===== src/rtl/intr_route_table.sv =====
module intr_route_table #(
  parameter int          NPINS   = 24,
  parameter logic [7:0]  VERSION = 8'h11
) (
  input  logic              clk,
  input  logic              rst_n,
  input  logic [4:0]        bus_addr,
  input  logic              bus_wr,
  input  logic [31:0]       bus_wdata,
  output logic [31:0]       bus_rdata,
  input  logic [NPINS-1:0]  irq_pin,
  input  logic              eoi_valid,
  input  logic [7:0]        eoi_vector,
  output logic              msg_valid,
  input  logic              msg_ready,
  output logic [7:0]        msg_vector,
  output logic [2:0]        msg_dmode,
  output logic              msg_dstmode,
  output logic [7:0]        msg_dest
);

  localparam int         PW      = (NPINS > 1) ? $clog2(NPINS) : 1;
  localparam logic [4:0] OFS_SEL = 5'h00;
  localparam logic [4:0] OFS_WIN = 5'h10;
  localparam logic [7:0] MAXIDX  = 8'(NPINS - 1);

  logic [7:0]       sel_idx;
  logic [3:0]       id_q, arb_q;
  logic [7:0]       vec   [NPINS];
  logic [2:0]       dmode [NPINS];
  logic [7:0]       dest  [NPINS];
  logic [NPINS-1:0] dstmode, pol, trig, mask, rirr, pend_e;
  logic [NPINS-1:0] s1, s2, act_d, act, req, dstat;
  logic [PW-1:0]    msg_pin, pick;
  logic             found;

  logic [7:0] win_off;
  logic [6:0] ent_ix;
  logic       ent_hit;
  logic [PW-1:0] ent;
  logic       win_wr;
  logic       accept;

  assign win_off = sel_idx - 8'h10;
  assign ent_ix  = win_off[7:1];
  assign ent_hit = (sel_idx >= 8'h10) && (ent_ix < 7'(NPINS));
  assign ent     = ent_ix[PW-1:0];
  assign win_wr  = bus_wr && (bus_addr == OFS_WIN);
  assign accept  = msg_valid && msg_ready;

  assign act = s2 ^ pol;
  assign req = ((trig & act & ~rirr) | (~trig & pend_e)) & ~mask;

  always_comb begin
    dstat = req;
    if (msg_valid) dstat[msg_pin] = 1'b1;
  end

  always_ff @(posedge clk or negedge rst_n) begin
    if (!rst_n) begin
      sel_idx <= '0;
      id_q    <= '0;
      arb_q   <= '0;
    end else if (bus_wr && bus_addr == OFS_SEL) begin
      sel_idx <= bus_wdata[7:0];
    end else if (win_wr) begin
      if (sel_idx == 8'h00) id_q  <= bus_wdata[27:24];
      if (sel_idx == 8'h02) arb_q <= bus_wdata[27:24];
    end
  end

  always_comb begin
    bus_rdata = '0;
    if (bus_addr == OFS_SEL) begin
      bus_rdata = {24'h0, sel_idx};
    end else if (bus_addr == OFS_WIN) begin
      case (sel_idx)
        8'h00:   bus_rdata = {4'h0, id_q, 24'h0};
        8'h01:   bus_rdata = {8'h0, MAXIDX, 8'h0, VERSION};
        8'h02:   bus_rdata = {4'h0, arb_q, 24'h0};
        default: begin
          if (ent_hit) begin
            if (sel_idx[0])
              bus_rdata = {dest[ent], 24'h0};
            else
              bus_rdata = {15'h0, mask[ent], trig[ent], rirr[ent], pol[ent],
                           dstat[ent], dstmode[ent], dmode[ent], vec[ent]};
          end
        end
      endcase
    end
  end

  always_ff @(posedge clk or negedge rst_n) begin
    if (!rst_n) begin
      s1    <= '0;
      s2    <= '0;
      act_d <= '0;
    end else begin
      s1    <= irq_pin;
      s2    <= s1;
      act_d <= act;
    end
  end

  always_ff @(posedge clk or negedge rst_n) begin
    if (!rst_n) begin
      for (int i = 0; i < NPINS; i++) begin
        vec[i]     <= '0;
        dmode[i]   <= '0;
        dest[i]    <= '0;
        dstmode[i] <= 1'b0;
        pol[i]     <= 1'b0;
        trig[i]    <= 1'b0;
        mask[i]    <= 1'b1;
        rirr[i]    <= 1'b0;
        pend_e[i]  <= 1'b0;
      end
    end else begin
      for (int i = 0; i < NPINS; i++) begin
        if (win_wr && ent_hit && ent == PW'(i)) begin
          if (sel_idx[0]) begin
            dest[i] <= bus_wdata[31:24];
          end else begin
            vec[i]     <= bus_wdata[7:0];
            dmode[i]   <= bus_wdata[10:8];
            dstmode[i] <= bus_wdata[11];
            pol[i]     <= bus_wdata[13];
            trig[i]    <= bus_wdata[15];
            mask[i]    <= bus_wdata[16];
          end
        end
        if (act[i] && !act_d[i] && !mask[i] && !trig[i])
          pend_e[i] <= 1'b1;
        else if (accept && msg_pin == PW'(i))
          pend_e[i] <= 1'b0;
        if (accept && msg_pin == PW'(i) && trig[i])
          rirr[i] <= 1'b1;
        else if (eoi_valid && trig[i] && vec[i] == eoi_vector)
          rirr[i] <= 1'b0;
      end
    end
  end

  always_comb begin
    found = 1'b0;
    pick  = '0;
    for (int i = NPINS - 1; i >= 0; i--) begin
      if (req[i]) begin
        found = 1'b1;
        pick  = PW'(i);
      end
    end
  end

  always_ff @(posedge clk or negedge rst_n) begin
    if (!rst_n) begin
      msg_valid   <= 1'b0;
      msg_pin     <= '0;
      msg_vector  <= '0;
      msg_dmode   <= '0;
      msg_dstmode <= 1'b0;
      msg_dest    <= '0;
    end else if (accept) begin
      msg_valid <= 1'b0;
    end else if (!msg_valid && found) begin
      msg_valid   <= 1'b1;
      msg_pin     <= pick;
      msg_vector  <= vec[pick];
      msg_dmode   <= dmode[pick];
      msg_dstmode <= dstmode[pick];
      msg_dest    <= dstmode[pick] ? dest[pick] : {4'h0, dest[pick][3:0]};
    end
  end

endmodule


===== config.mk =====
export PLATFORM = sky130hd
export DESIGN_NAME = intr_route_table
export DESIGN_NICKNAME = d
export VERILOG_FILES = /design/src/rtl/intr_route_table.sv
export SDC_FILE = /design/constraint.sdc
export NUM_CORES = 2
export LEC_CHECK = 0
export ABC_AREA = 1
export CAP_MARGIN = 10
export CORE_ASPECT_RATIO = 0.8
export CORE_MARGIN = 2
export CORE_UTILIZATION = 40
export CTS_BUF_LIST = sky130_fd_sc_hd__clkbuf_2 sky130_fd_sc_hd__clkbuf_4 sky130_fd_sc_hd__clkbuf_8
export CTS_CLUSTER_DIAMETER = 60
export DETAILED_ROUTE_END_ITERATION = 8
export PLACE_DENSITY = 0.59
export SYNTH_ARGS = -nofsm -noshare
export SYNTH_HDL_FRONTEND = slang
export SYNTH_SLANG_ARGS = --single-unit

===== constraint.sdc =====
create_clock -name clk -period 3.2 [get_ports clk]
set_clock_uncertainty 0.2 [all_clocks]
set_input_delay 0.32 -clock clk [delete_from_list [all_inputs] [get_ports clk]]
set_output_delay 0.32 -clock clk [all_outputs]
set_load 0.01 [all_outputs]

* After elaboration in Yosys (flattened, before gate mapping)
Cells that the tools add are included.
** Operators by class
- Add/sub/neg operators :: 1
- Magnitude comparators :: 8
- Eq/ne operators :: 73
- Muxes and demuxes :: 187
- Bitwise gates (word level) :: 15
- Reductions and logical operators :: 376
** Operators by type and width (count)
- 1-bit logical AND :: 199
- 8-bit == test :: 24
- 8-bit binary-select mux with 5-bit select :: 4
- 1-bit two-way mux :: 130
- 32-bit two-way mux :: 4
- 5-bit two-way mux :: 24
- 2-bit AND reduction :: 49
- 2-bit nonzero test :: 49
- 24-bit AND :: 4
- 32-bit case mux with 3 select lines :: 1
- 5-bit == test, second input constant :: 17
- 5-bit by 4-bit == test with 1-bit output, second input constant :: 16
- 1-bit logical NOT :: 73
- 8-bit two-way mux :: 9
- 24-bit NOT :: 3
- 24-bit OR :: 2
- 5-bit by 3-bit == test with 1-bit output, second input constant :: 8
- 1-bit binary-select mux with 5-bit select :: 7
- 3-bit binary-select mux with 5-bit select :: 2
- 24-bit two-way mux :: 1
- 24-bit bitwise XOR :: 1
- 5-bit by 2-bit == test with 1-bit output, second input constant :: 4
- 5-bit by 6-bit less-than comparator with 1-bit output, second input constant :: 3
- 5-bit logical NOT :: 3
- other kinds (14) :: 23
** Storage, ports and cells
- Bits in registers :: 714
- Bits of input ports :: 74
- Output and inout port bits :: 53
- Logic and storage cells :: 888

* Logic depth before layout (Yosys ltp)
- Word-level depth :: 34
- Gate-level depth with buffers :: 40
- Depth with buffers taken out :: 38

* Worst setup path after synthesis
Ideal clock, no wire load.
- Path type :: register to register
- Start point :: reg mask[22]
- End point :: reg msg_vector[4]
- Setup time :: 0.118 ns
- Data arrival time :: 2.825 ns
- Data required time :: 2.882 ns
- Setup slack :: 0.057 ns
- Cell stages (with the launch flop) :: 36
- Buffers on the path :: 3
- Period minus slack after synthesis :: 3.143 ns
- Cell sequence :: dfstp_2 > or2_1 > nor2_1 > nor2_1 > nand2_1 > nand2_1 > nand2_1 > nand2_1 > nand2_1 > nand2_1 > nand2_1 > nand2_1 > nand2_1 > nand2_1 > nand2_1 > nand2_1 > nand2_1 > nand2_1 > nand2_1 > nand2_1 > nand2_1 > nand2_1 > nand2_1 > nand2_1 > nand2_1 > nand2_2 > nand2_2 > buf_6 > buf_8 > buf_6 > a21oi_1 > o21ai_1 > a21oi_1 > o21ai_1 > a21oi_1 > nor2_1
** On the way
- Word-level cells in the longest chain between the ends :: 29
- Elaborated cells on any way between the ends :: 54
- Classes of those cells :: 49 x mux; 3 x bitwise; 2 x reduce/logical
** Ends and longest elaborated chain
- start: declaration :: line 32 : logic [NPINS-1:0] dstmode, pol, trig, mask, rirr, pend_e;
- start signal: indexed assignment :: line 130 : mask[i] <= bus_wdata[16];
- 24-bit NOT * :: line 52 : assign req = ((trig & act & ~rirr) | (~trig & pend_e)) & ~mask;
- 24-bit AND * :: line 52
- 5-bit two-way mux (23 in a row) :: line 149 : if (req[i]) begin
- 5-bit NOT with 6-bit output (not written as such) :: line 169 : msg_vector <= vec[pick];
- 8-bit binary-select mux with 5-bit select :: line 169
- 8-bit two-way mux (not written as such) (2 in a row) :: line 169
- end signal: assignment :: line 169
- end: declaration :: line 16 : output logic [7:0] msg_vector,
Every way passes the cells marked *; elsewhere a longest branch is shown, timed or not. The select of a mux whose other input is x is not followed.
A chain may end at the register's enable or synchronous reset.

* Worst setup path after layout
- Start point :: reg mask[22]
- End point :: reg msg_dest[1]
** On the way
- Word-level cells in the longest chain between the ends :: 30
- Elaborated cells on any way between the ends :: 55
- Classes of those cells :: 50 x mux; 3 x bitwise; 2 x reduce/logical
** Ends and longest elaborated chain
- 24-bit NOT * :: line 52
- 24-bit AND * :: line 52
- 5-bit two-way mux (23 in a row) :: line 149
- 5-bit NOT with 6-bit output (not written as such) :: line 172 : msg_dest <= dstmode[pick] ? dest[pick] : {4'h0, dest[pick][3:0]};
- 8-bit binary-select mux with 5-bit select :: line 172
- 8-bit two-way mux (not written as such) (2 in a row) :: line 172
- 8-bit two-way mux :: line 172
- end signal: assignment :: line 172
- end: declaration :: line 19 : output logic [7:0] msg_dest
Marked as above.

==> impl_metrics.ini <==
[power]
power.density_cell_area_nw_per_um2 = 594
cellLeakagePower_nw = 22.7
ir_worst_vdd_mv = 0.486
p_total_mw = 31.7

[floorplan]
core_area_um2 = 94900
die_h_um = 281
design.die.area_um2 = 98200
io_pins = 127
chipWidth_um = 350
rows = 101
floorplan.initialDensity_pct = 40.3

[drt]
drt-total-wl_mm = 174
detailroute.via_count = 41300
first_pass_iters = 6
drt-initial-drc-count = 5748
post_dr_vias_cell = 5.92
route.detailed.wl_per_inst_um = 24.9
drc = 0
ant_nets = 0

[yosys]
edff_count_synth = 0
synth.avg_cell_area_um2 = 7.70
synth.distinct_cells = 54
async_reset_ff_share_pct = 100
share_of_synthesized_area_occupied_by_flip_flops_and_latches_pct = 46.8
top_area_cells_in_the_synthesized_netlist = dfrtp_1 45%, nand2_1 13%, o21ai_0 9.9%, nand3_1 4.7%, inv_1 3.6%
ys_dominant_reg_cell = dfrtp_1
syn_std_cell_area_um2 = 38300
synth-warning-count = 0
synthCells = 4972
yosys.area.top_type_share_pct = 45.1
yosys_register_bits = 714
synth_area_leader_cell = dfrtp_1

[status]
failed_checks = setup timing
status = complete, but fails checks

[worst_setup_path]
worst_path_max_delay_cell = dfstp_2
worst_setup_path_category = reg -> reg
cp.required_ps = 3790
cp-end-kind = flip-flop
crit_fanout = 8
crit_path_frequent_cell = nand2_1
crit_path_max_incr_delay_ps = 550
crit_path_start_kind = flip-flop
worst-endpoint-arrival_ps = 4570

[run]
timing.max_cap.violations = 0

[global_routing]
global_route_wire_length_before_repair_mm = 253
maximum_number_of_pins_on_one_net_before_global_route_repair = 99
grt_antenna_before_repair = 4
grt_pass1_vias = 38200
global_route.overflow_total = 0
grt_util_all_layers_pct = 34.6

[finish]
final_net_count = 5673
areaGrowthSynthToFinish_pct = 39.7
mostFrequentLayoutCell = nand2_1
drive_gt1_share_pct = 26.8
mostFrequentLayoutCells = 1236 x nand2_1, 685 x dfrtp_1, 681 x o21ai_0, 485 x buf_4, 350 x inv_1
final_cell_count_no_fill = 6980
final.fill_count = 8587

[placed_design]
numPortBuffers = 113
numPlacedInstances = 6603
hpwl_mm = 117
gpl.final_weighted_congestion = 0.977

[worst_hold_path]
min_path_type = in -> reg

[sta]
finalHoldViolCount = 0
period_utilisation_layout_pct = 124
worst_pin_slew_ps = 1060
max_transition_margin_pct = 29.1
timing.fmax_mhz = 251
final-setup-viol-count = 46
min_period_ps = 3980
unrepaired_setup_endpoints_after_global_routing = yes
final_critical_path_setup_slack_ps = -780
final_max_slew_viol_count = 0

[cts]
cts_max_level = 4
cts_tree = yes
cts_buffers = 130
tritoncts_num_sinks = 714
clkSlewWorstSetupHoldPaths_ps = 70
cts_root_buf = clkbuf_8
insertion_delay_to_the_later_sink_of_the_worst_skew_pair_ps = 850
cts_max_path_buffers = 3
-- report_power, final --
part | switching [mW] | internal [mW] | total [mW]
clock | 4.25 | 5.52 | 9.77
sequential | 0.321 | 9.27 | 9.59
combinational | 7.22 | 5.15 | 12.4
total | 11.8 | 19.9 | 31.7
-- stage by stage --
step	hold slack [ps]	setup WS, ps	utilization, %	area (µm²)	TNS [ps]
3_5_place_dp	135	-799	47.9	45400	-120360
2_1_floorplan	-176	57.4	-	38300	0
3_3_place_gp	133	-818	47.9	45400	-125430
6_report	47.4	-780	56.3	53500	-25890
4_1_cts	2.50	-680	54.0	51200	-24750
5_1_grt	59.3	-1010	56.3	53500	-33140
-- cells by family (layout without fill, tap and decap cells) --
kind of cell	Yosys count	in the layout	share of synthesized area [%]
AOI/OAI and AO/OA	1464	1464	22.4
DFF	714	714	46.8
adders and majority gates	2	2	0.0654
buffers and inverters	772	1487	7.97
xor gates and xnor gates	79	79	1.85
and+or+nand+nor	1940	1941	20.9
other	1	6	0.00980
-- synth_stat cells (18+ instances only) --
cell type	n
a211oi_1	26
nand2_1	1333
nor2_1	119
a221oi_1	30
nand4_1	47
nor3_1	44
buf_2	33
clkbuf_1	300
dfrtp_1	690
xnor2_1	56
o41ai_1	29
o21ai_0	760
a21oi_1	188
nand3_1	358
o211ai_1	38
o2111ai_1	37
nor4_1	18
xor2_1	21
o21ai_1	46
dfstp_2	24
a22oi_1	112
buf_1	39
inv_1	366
o22ai_1	117
-- path summary, 6_finish.rpt --
check                      slack [ps]      start     endpoint  cells after the start
max reg2reg                      -780   mask[22]  msg_dest[1]                     37
min in group asynchronous         540      rst_n     rirr[11]                      4
max in group asynchronous        1610      rst_n     dest[58]                      4
min reg2reg                       150      s1[6]        s2[6]                      0
min                                50  msg_ready    msg_valid                      2
max                              -780   mask[22]  msg_dest[1]                     37
-- state kept, by name, summed over array words and instances, names as in the netlist, 24 cells and up --
name and flops:
trig 24, dmode 72, s1 24, act_d 24, s2 24, pend_e 24, pol 24, dstmode 24
vec 192, mask 24, dest 192, rirr 24
-- repair_timing --
| action | in CTS | in global routing |
|---|---|---|
| endpoints found under the setup margin | 49 | 140 |
| hold endpoints to repair | 722 | 0 |
| pin swaps | 128 | 203 |
| gates cloned | 23 | 13 |
| hold buffers | 28 | 0 |
| setup buffers | 63 | 53 |
| resized for setup | 539 | 421 |
-- critical path, delay by kind of cell, from the launching register on --
kind	cells	cell delay, ps
AO/OA/AOI/OAI	2	300
buffers and inverters	3	490
flip-flops	1	550
AND/OR/NAND/NOR	32	2340
-- final cells by class --
cell class	instances	area, µm²	area share, %
clock inverters	34	415	0.777
clock buffers	192	2430	4.55
repair buffers	881	9600	18.0
inverters	380	1480	2.77
multi-input cells	3490	20000	37.4
diodes	2	5.00	0.00936
flip-flops and latches	714	17900	33.5
well taps	1287	1610	3.01
-- layer usage --
metal / vias up / global-route usage (%) / part of all wire, %
met1: 19900 / 52.1 / 43
met2: 2731 / 47.1 / 40
met3: 377 / 10.4 / 14
met5: - / 0 / 0.0075
li1: 18200 / - / -
met4: 2 / 10.3 / 3.2
Note: power is estimated with default switching activity, not from simulation.
